## config.mk

```make
export PLATFORM = sky130hd
export DESIGN_NAME = ssp_irq_ctrl
export DESIGN_NICKNAME = d
export VERILOG_FILES = /design/src/rtl/ssp_irq_ctrl.sv
export SDC_FILE = /design/constraint.sdc
export NUM_CORES = 1
export LEC_CHECK = 0
export BUFFER_PORTS_ARGS = -buffer_cell sky130_fd_sc_hd__buf_2
export CAP_MARGIN = 5
export CORE_ASPECT_RATIO = 0.8
export CORE_MARGIN = 2
export CORE_UTILIZATION = 30
export CTS_CLUSTER_DIAMETER = 50
export CTS_CLUSTER_SIZE = 16
export DETAILED_ROUTE_END_ITERATION = 6
export SYNTH_ARGS = -nofsm -noshare
export SYNTH_HDL_FRONTEND = slang
export SYNTH_SLANG_ARGS = --single-unit
export TNS_END_PERCENT = 30
```

## constraint.sdc

```tcl
create_clock -name clk -period 2.3 [get_ports clk]
set_input_delay 0.115 -clock clk [delete_from_list [all_inputs] [get_ports clk]]
set_output_delay 0.115 -clock clk [all_outputs]
set_load 0.01 [all_outputs]
```

## src/rtl/ssp_irq_ctrl.sv

```systemverilog
module ssp_irq_ctrl #(
  parameter int DEPTH    = 8,
  parameter int TMO_BITS = 32,
  parameter int AW       = 3,
  parameter int DW       = 8,
  parameter int LW       = $clog2(DEPTH + 1)
) (
  input  logic          clk,
  input  logic          rst_n,
  input  logic [LW-1:0] rx_level,
  input  logic [LW-1:0] tx_level,
  input  logic          frame_done,
  input  logic          rx_pop,
  input  logic          bit_tick,
  input  logic          busy,
  input  logic          bus_wr,
  input  logic [AW-1:0] bus_addr,
  input  logic [DW-1:0] bus_wdata,
  output logic [DW-1:0] bus_rdata,
  output logic          rx_accept,
  output logic          irq
);
  localparam int CW = $clog2(TMO_BITS + 1);
  localparam logic [LW-1:0] FULL = LW'(DEPTH);
  localparam logic [LW-1:0] HALF = LW'(DEPTH / 2);
  localparam logic [CW-1:0] LAST = CW'(TMO_BITS - 1);
  localparam logic [CW-1:0] TOP  = CW'(TMO_BITS);
  localparam logic [AW-1:0] A_MASK = AW'(0);
  localparam logic [AW-1:0] A_RAW  = AW'(1);
  localparam logic [AW-1:0] A_MIS  = AW'(2);
  localparam logic [AW-1:0] A_CLR  = AW'(3);
  localparam logic [AW-1:0] A_STAT = AW'(4);

  logic [3:0]    mask_q;
  logic          ror_q, rt_q;
  logic [CW-1:0] cnt_q;
  logic [3:0]    raw, mis;
  logic          rx_full, rx_empty, restart, ror_set, rt_set, clr_wr;

  assign rx_full  = (rx_level == FULL);
  assign rx_empty = (rx_level == '0);
  assign restart  = rx_pop | frame_done | rx_empty;
  assign ror_set  = frame_done & rx_full;
  assign rt_set   = bit_tick & ~restart & (cnt_q == LAST);
  assign clr_wr   = bus_wr & (bus_addr == A_CLR);

  assign rx_accept = frame_done & ~rx_full;

  assign raw = {tx_level <= HALF, rx_level >= HALF, rt_q, ror_q};
  assign mis = raw & mask_q;
  assign irq = |mis;

  always_ff @(posedge clk) begin
    if (!rst_n) begin
      mask_q <= '0;
      ror_q  <= 1'b0;
      rt_q   <= 1'b0;
      cnt_q  <= '0;
    end else begin
      if (bus_wr && bus_addr == A_MASK) mask_q <= bus_wdata[3:0];
      if (ror_set) ror_q <= 1'b1;
      else if (clr_wr && bus_wdata[0]) ror_q <= 1'b0;
      if (rt_set) rt_q <= 1'b1;
      else if (clr_wr && bus_wdata[1]) rt_q <= 1'b0;
      if (restart) cnt_q <= '0;
      else if (bit_tick && cnt_q != TOP) cnt_q <= cnt_q + 1'b1;
    end
  end

  always_comb begin
    bus_rdata = '0;
    case (bus_addr)
      A_MASK: bus_rdata[3:0] = mask_q;
      A_RAW:  bus_rdata[3:0] = raw;
      A_MIS:  bus_rdata[3:0] = mis;
      A_STAT: bus_rdata[4:0] = {busy, rx_full, ~rx_empty, tx_level != FULL, tx_level == '0};
      default: bus_rdata = '0;
    endcase
  end
endmodule

```

* After elaboration in Yosys (flattened, before gate mapping)
Index checks and enable logic that the tools add are counted.
Storage, ports and cells: bits of input ports 26, bits in registers 12, memories kept 0, memory bits (writable) 0, word-level logic and storage cells 44, bits in latches 0, memory bits (read-only) 0
Cells by class: multiply operators 0, mux-type cells 6, shift-type cells 0, add/sub/neg operators 1, reduce and logical (&&, ||, !) cells 11, eq/ne operators 8, order comparisons 2, bitwise gates (word level) 12, div/mod/pow operators 0
Operator list (number):
- $pmux 4 s4 | 1
- $logic_not 4->1 | 2
- $add 6x1->6 const B | 1
- $eq 3x2->1 const B | 2
- $eq 6x5->1 const B | 1
- $ne 6x6->1 const B | 1
- $and 1x1->1 | 5
- $mux 1 | 5
- $and 4x4->4 | 1
- $eq 4x4->1 const B | 1
- $ge 4x3->1 const B | 1
- $le 4x3->1 const B | 1
- $logic_and 1x1->1 | 4
- $ne 4x4->1 const B | 1
- $not 1->1 | 4
- $reduce_bool 2->1 | 2
- $reduce_or 4->1 | 1
- $eq 3x1->1 const B | 1
- $eq 3x3->1 const B | 1
- $logic_not 3->1 | 1
- $or 1x1->1 | 2
- $reduce_or 2->1 | 1

* Longest topological paths before layout
Gate-level depths: netlist (run 1).
depth in word-level cells 6, mapped depth 5, mapped depth without buffers 5

* Worst setup path before layout (run 1)
No wires, ideal clock.
path type register -> register, start reg cnt_q[0], end reg cnt_q[1], path slack 1.032 ns, required time 2.185 ns, setup time 0.115 ns, cell stages (with the launch flop) 6, data arrival time 1.153 ns, cells stage by stage dfxtp_1 > inv_1 > ha_1 > a41oi_1 > mux2i_1 > nor2_1
Between the ends: cells in the longest elaborated chain, start to end 2, elaborated cells on any way between the ends 3, classes of those cells add/sub: 1; eq/ne: 1; reduce/logical: 1
RTL lines:
- start, declared | line 36 | logic [CW-1:0] cnt_q;
- start signal, assigned | line 66 | else if (bit_tick && cnt_q != TOP) cnt_q <= cnt_q + 1'b1;
- branches (longest 2 deep; another with $add 6x1->6)
Several ways; the timed one is not identified. A chain may end at the register's enable or synchronous reset.

* Worst setup path after layout (run 1)
start in bus_addr[0], end out bus_rdata[0]
Between the ends: cells in the longest elaborated chain, start to end 2, elaborated cells on any way between the ends 5, classes of those cells eq/ne: 3; mux: 1; reduce/logical: 1
RTL lines:
- start, declared | line 17 | input logic [AW-1:0] bus_addr,
- $eq 3x3->1, or another cell as far along | line 72 | case (bus_addr)
- $pmux 4 s4 * | line 72
- end, declared | line 19 | output logic [DW-1:0] bus_rdata,
Every way passes the cells marked *; elsewhere a longest branch is shown, timed or not.

==> results.json, run 1 <==
{
  "cts_max_level": 1,
  "wl_per_cell_um": 10.7,
  "area_delta_synth_final_pct": 23.6,
  "grt_setup_unrepaired": "no",
  "gr-total-overflow": 0,
  "syn_area_um2": 778,
  "max_freq_mhz": 678,
  "cts_setup_buffers": 0,
  "multi_input_area_um2": 484,
  "drc_errors": 0,
  "vias": 761,
  "final_util": 0.391,
  "initial_utilization": 0.316,
  "syn_inst": 97,
  "io_buffers": 28,
  "ys_types": 35,
  "hpwl_mm": 1.43,
  "die_x_um": 60.9,
  "fin_cells": 161,
  "setup_viol_count_final": 0,
  "clkSlewWorstSetupHoldPaths_ns": 0.07,
  "ctsResizeCount": 0,
  "drt-initial-drc-count": 23,
  "cp_max_fo": 7,
  "hold_viol": 0,
  "coreArea_um2": 2460,
  "synth_seq_area_share": 0.309,
  "yosys-top-cells-area": "dfxtp_1, nor2_1, nor2b_1",
  "arrival_ns": 1.36,
  "gp_congestion": 0.829,
  "drv_slew": 0,
  "final.setup.tns_ns": 0,
  "dieArea_um2": 3020,
  "cts_hold_buf": 0,
  "clk_latency_ns": 0.26,
  "irDropWorstVdd_uv": 245,
  "tritoncts": "built",
  "critPathCaptureType": "output pin",
  "min_path_type": "input pin to register",
  "period_minus_slack_ns": 1.48,
  "max_cap_violations": 0,
  "track_usage": 0.130,
  "max-slew-margin-rel": 0.596,
  "drive_gt1_frac": 0.264,
  "grt_pass1_wl_mm": 3.02,
  "seq_area_um2": 240,
  "fin_area_um2": 962,
  "diodes": 0,
  "grt_max_degree": 11,
  "viasPerCell": 4.73,
  "design.portCount": 36,
  "status": "finished clean",
  "rows": 16,
  "fillers": 267,
  "worst_clock_skew_ns": 0.000320,
  "p_per_area_nw_per_um2": 419,
  "leakage_nw": 0.380,
  "synth_area_leader_cell": "dfxtp_1",
  "die_h_um": 49.6,
  "critPathLaunchType": "input pin",
  "wl_mm": 1.72,
  "clockBufferDepth": 2,
  "critical_path_required_ns": 2.18,
  "drtAntennaViolNets": 0,
  "ys_warn_count": 0,
  "nets": 155,
  "synth_top_area_share": 0.309,
  "tightest_slew_ns": 0.597,
  "cts-root-buf": "clkbuf_4",
  "cts_buffers": 3,
  "finalHoldWorstSlack_ns": 0.102,
  "yosys_register_bits": 12,
  "grt_antenna_before_repair": 0,
  "numPlacedInstances": 158,
  "grt_pass1_vias": 678,
  "avgSynthCellArea_um2": 8.02,
  "cts_num_sinks": 12,
  "fin_crit_sh": 0.641,
  "drtPass1Iterations": 4,
  "dpl_cell_area_um2": 940,
  "worstSetupPathType": "input pin to output pin"
}
[where the power goes]
group | total, mW | switching, mW | internal [mW] | leakage [nW]
logic | 0.0694 | 0.0386 | 0.0308 | 0.269
registers | 0.212 | 0.00196 | 0.210 | 0.0969
clock network | 0.122 | 0.0616 | 0.0604 | 0.0138
[metrics by stage]
step | worst slack (ns) | power (mW)
final | 0.825 | 0.404
after global routing | 0.726 | 0.433
after CTS | 0.846 | 0.411
after detailed placement | 0.855 | 0.286
after global placement | 0.874 | 0.284
after floorplan | 1.03 | 0.254
[worst max-delay path, cell delays in order]
cell and delay (ns):
buf_2 0.15, nor2_1 0.24, nand2_1 0.15, or4_1 0.42, o22ai_1 0.14, buf_2 0.15
[cells in the mapped netlist (all sizes together)]
master / number
nand3: 3
xor2: 2
nor4b: 3
mux2i: 3
o22ai: 3
nand2b: 2
a31oi: 2
xnor2: 1
nand4: 2
dfxtp: 12
or4b: 1
nor2: 12
a41oi: 1
a21oi: 4
o311ai: 1
buf: 4
o211ai: 1
or4: 1
inv: 8
or3: 1
o41ai: 1
ha: 2
and4b: 1
o21ai: 4
a311oi: 1
clkbuf: 1
a2111o: 1
nand2: 7
a22oi: 3
nor4: 1
nor2b: 6
conb: 1
and3: 1
[cell families after synthesis]
logic type / count (synthesis) / synth area share
other cells: 1 / 0.00482
xor+xnor: 3 / 0.0338
compound gates: 22 / 0.199
simple gates: 41 / 0.304
flops: 12 / 0.309
fa+ha+maj: 2 / 0.0321
mux: 3 / 0.0386
buf+inv: 13 / 0.0788
[registers in the layout (all words and copies together), names as in the netlist]
| register | flops |
|---|---|
| mask_q | 4 |
| rt_q | 1 |
| ror_q | 1 |
| cnt_q | 6 |
[cell type report]
type | count | share of cell area
clock buffer | 3 | 0.0234
inverter | 8 | 0.0312
timing repair buffer | 28 | 0.146
multi-input combinational | 74 | 0.503
tap | 36 | 0.0468
sequential | 12 | 0.250
[routing by layer]
layer,track usage,part of all wire,up-vias
li1,-,-,402
met1,0.197,0.52,341
met2,0.183,0.43,16
met3,0.0394,0.043,2
met4,0.0217,0.0081,0
met5,0,0,-
[worst paths after layout]
check	startpoint	endpoint	slack [ns]	cells after the start
max	bus_addr[0]	bus_rdata[0]	0.82	6
min	bus_wdata[3]	mask_q[3]	0.10	3
max reg2reg	cnt_q[0]	cnt_q[1]	0.89	5
min reg2reg	rt_q	rt_q	0.50	2
[cell usage in the layout, fill, tap and decap left out]
cell / count
nor4b_1: 2
nor2b_1: 6
mux2i_1: 3
o41ai_2: 1
a22oi_1: 3
and3_1: 1
a41oi_1: 1
xnor2_1: 1
nand2b_1: 2
nor4_1: 1
or3_1: 1
xor2_1: 2
a2111o_1: 1
clkbuf_4: 3
o21ai_0: 4
a21oi_1: 4
o211ai_1: 1
ha_1: 2
and4b_1: 1
a31oi_1: 2
nor4b_4: 1
or4_1: 1
o311ai_0: 1
nor2_1: 12
nand4_1: 2
inv_1: 8
buf_2: 28
a311oi_1: 1
nand2_1: 7
conb_1: 3
or4b_1: 1
nand3_1: 3
dfxtp_1: 12
o22ai_1: 3
Power figures use the tool's default switching activity.
==> run 2: changes to the inputs <==
==> constraint.sdc (replaced) <==
create_clock -name clk -period 1.26 [get_ports clk]
set_input_delay 0.063 -clock clk [delete_from_list [all_inputs] [get_ports clk]]
set_output_delay 0.063 -clock clk [all_outputs]
set_load 0.01 [all_outputs]
==> results.json, run 2 (same netlist as run 1, synthesis figures left out) <==
{
  "irDropWorstVdd_uv": 458,
  "coreArea_um2": 2460,
  "tritoncts": "built",
  "crit_start": "mask_q[3]",
  "clk_latency_ns": 0.28,
  "dieArea_um2": 3020,
  "cts_max_level": 1,
  "track_usage": 0.131,
  "pwr-share-clk": 0.370,
  "grt_setup_unrepaired": "yes",
  "nets": 162,
  "p_sw_frac": 0.252,
  "grt_max_degree": 11,
  "grt_pass1_vias": 690,
  "regToRegEndpoint": "cnt_q[1]",
  "diodes": 0,
  "status": "finished clean",
  "finalHoldWorstSlack_ns": 0.0415,
  "gp_congestion": 0.858,
  "io_buffers": 28,
  "drt-initial-drc-count": 28,
  "fillers": 252,
  "cp-endpoint": "bus_rdata[3]",
  "final.setup.tns_ns": 0,
  "wl_per_cell_um": 10.8,
  "r2r_slack_ns": 0.11,
  "largestRegisters": "cnt_q (6), mask_q (4)",
  "cts-root-buf": "clkbuf_4",
  "clkSlewWorstSetupHoldPaths_ns": 0.08,
  "wl_mm": 1.83,
  "largest_register": "cnt_q",
  "critical_path_required_ns": 1.20,
  "drive_gt1_frac": 0.406,
  "fin_crit_sh": 0.978,
  "p_per_area_nw_per_um2": 788,
  "initial_utilization": 0.316,
  "arrival_ns": 1.17,
  "cts_num_sinks": 12,
  "mostFrequentLayoutCell": "buf_2",
  "gr-total-overflow": 0,
  "viasPerCell": 4.76,
  "leakage_nw": 0.424,
  "hpwl_mm": 1.48,
  "rows": 16,
  "p_switching_mw": 0.211,
  "grt_pass1_wl_mm": 2.93,
  "drtPass1Iterations": 4,
  "pwr-share-seq": 0.463,
  "drc_errors": 0,
  "max_cap_violations": 0,
  "setup_viol_count_final": 0,
  "max_freq_mhz": 812,
  "intPower_mw": 0.625,
  "critPathLaunchType": "register",
  "worstSetupPathType": "register to output pin",
  "drv_slew": 0,
  "drtAntennaViolNets": 0,
  "clockBufferDepth": 2,
  "vias": 805,
  "die_x_um": 60.9,
  "comb_power_share": 0.167,
  "grt_antenna_before_repair": 0,
  "min_path_type": "input pin to register",
  "area_delta_synth_final_pct": 36.3,
  "r2r-start": "cnt_q[1]",
  "fin_cells": 169,
  "cp_max_fo": 3,
  "cts_buffers": 3,
  "cts_hold_buf": 0,
  "design.portCount": 36,
  "die_h_um": 49.6,
  "hold_viol": 0,
  "numPlacedInstances": 164,
  "largest_register_ffs": 6,
  "r2r_cells": 5,
  "mostFrequentLayoutCells": "buf_2, nor2_1, nand2_1, dfxtp_1, buf_4",
  "period_minus_slack_ns": 1.23,
  "worst_clock_skew_ns": 0.00525,
  "critPathCaptureType": "output pin"
}
-- run 2: cell types whose count changed in the layout (fill, tap and decap cells not counted), moves of 2 or more --
cell | before | now
buf_4 | 0 | 7
inv_1 | 8 | 6
dfxtp_2 | 0 | 5
inv_2 | 0 | 2
ha_1 | 2 | 0
dfxtp_1 | 12 | 7
ha_2 | 0 | 2
-- run 2: power groups by stage --
stage | clock network (mW) | registers, mW | logic [mW]
floorplan | 0 | 0.395 | 0.0698
global placement | 0 | 0.395 | 0.134
detailed placement | 0 | 0.395 | 0.136
CTS | 0.326 | 0.387 | 0.137
global route | 0.349 | 0.388 | 0.155
finish | 0.309 | 0.387 | 0.140
-- run 2: metrics by stage --
step	instance area (um2)	worst slack, ns	total power, mW	util
after floorplan	793	0.0719	0.465	-
after global placement	992	0.0626	0.529	0.403
after detailed placement	992	0.0128	0.532	0.403
after CTS	1030	0.000127	0.850	0.419
after global routing	1060	-0.0366	0.892	0.431
final	1060	0.0278	0.836	0.431
-- run 2: cell type report --
type | instances | area [um2] | area share
sequential | 12 | 246 | 0.232
tap | 36 | 45.0 | 0.0425
timing repair buffer | 35 | 193 | 0.182
inverter | 8 | 30.0 | 0.0283
clock buffer | 4 | 36.3 | 0.0342
multi-input combinational | 74 | 510 | 0.481
-- run 2: worst max-delay path, stage by stage, from the launching register on --
cell and delay, ns:
dfxtp_2 0.33, inv_2 0.04, a2111o_1 0.27, o311ai_1 0.07
buf_2 0.18
-- run 2: what timing repair did --
action                                  4_1_cts  5_1_grt
gates resized for setup                       5        9
buffers inserted                              0        1
endpoints found under the setup margin        2        6
pin swaps                                     1        3
-- run 2: layer usage --
layer | track usage | part of all wire | vias to the layer above
met3 | 0.0472 | 0.046 | 2
met2 | 0.177 | 0.44 | 17
li1 | - | - | 420
met5 | 0 | 0 | -
met1 | 0.186 | 0.51 | 366
met4 | 0.0543 | 0.0044 | 0
-- run 2: how the worst min path moves through the flow --
| stage | from | to | slack, ns | cells after the start |
|---|---|---|---|---|
| floorplan | rst_n | mask_q[0] | 0.19 | 1 |
| finish | bus_wdata[2] | mask_q[2] | 0.04 | 3 |
| global placement | bus_wdata[3] | mask_q[3] | 0.31 | 3 |
| CTS | bus_wdata[2] | mask_q[2] | 0.03 | 3 |
| global route | bus_wdata[3] | mask_q[3] | 0.04 | 3 |
| detailed placement | bus_wdata[3] | mask_q[3] | 0.34 | 3 |
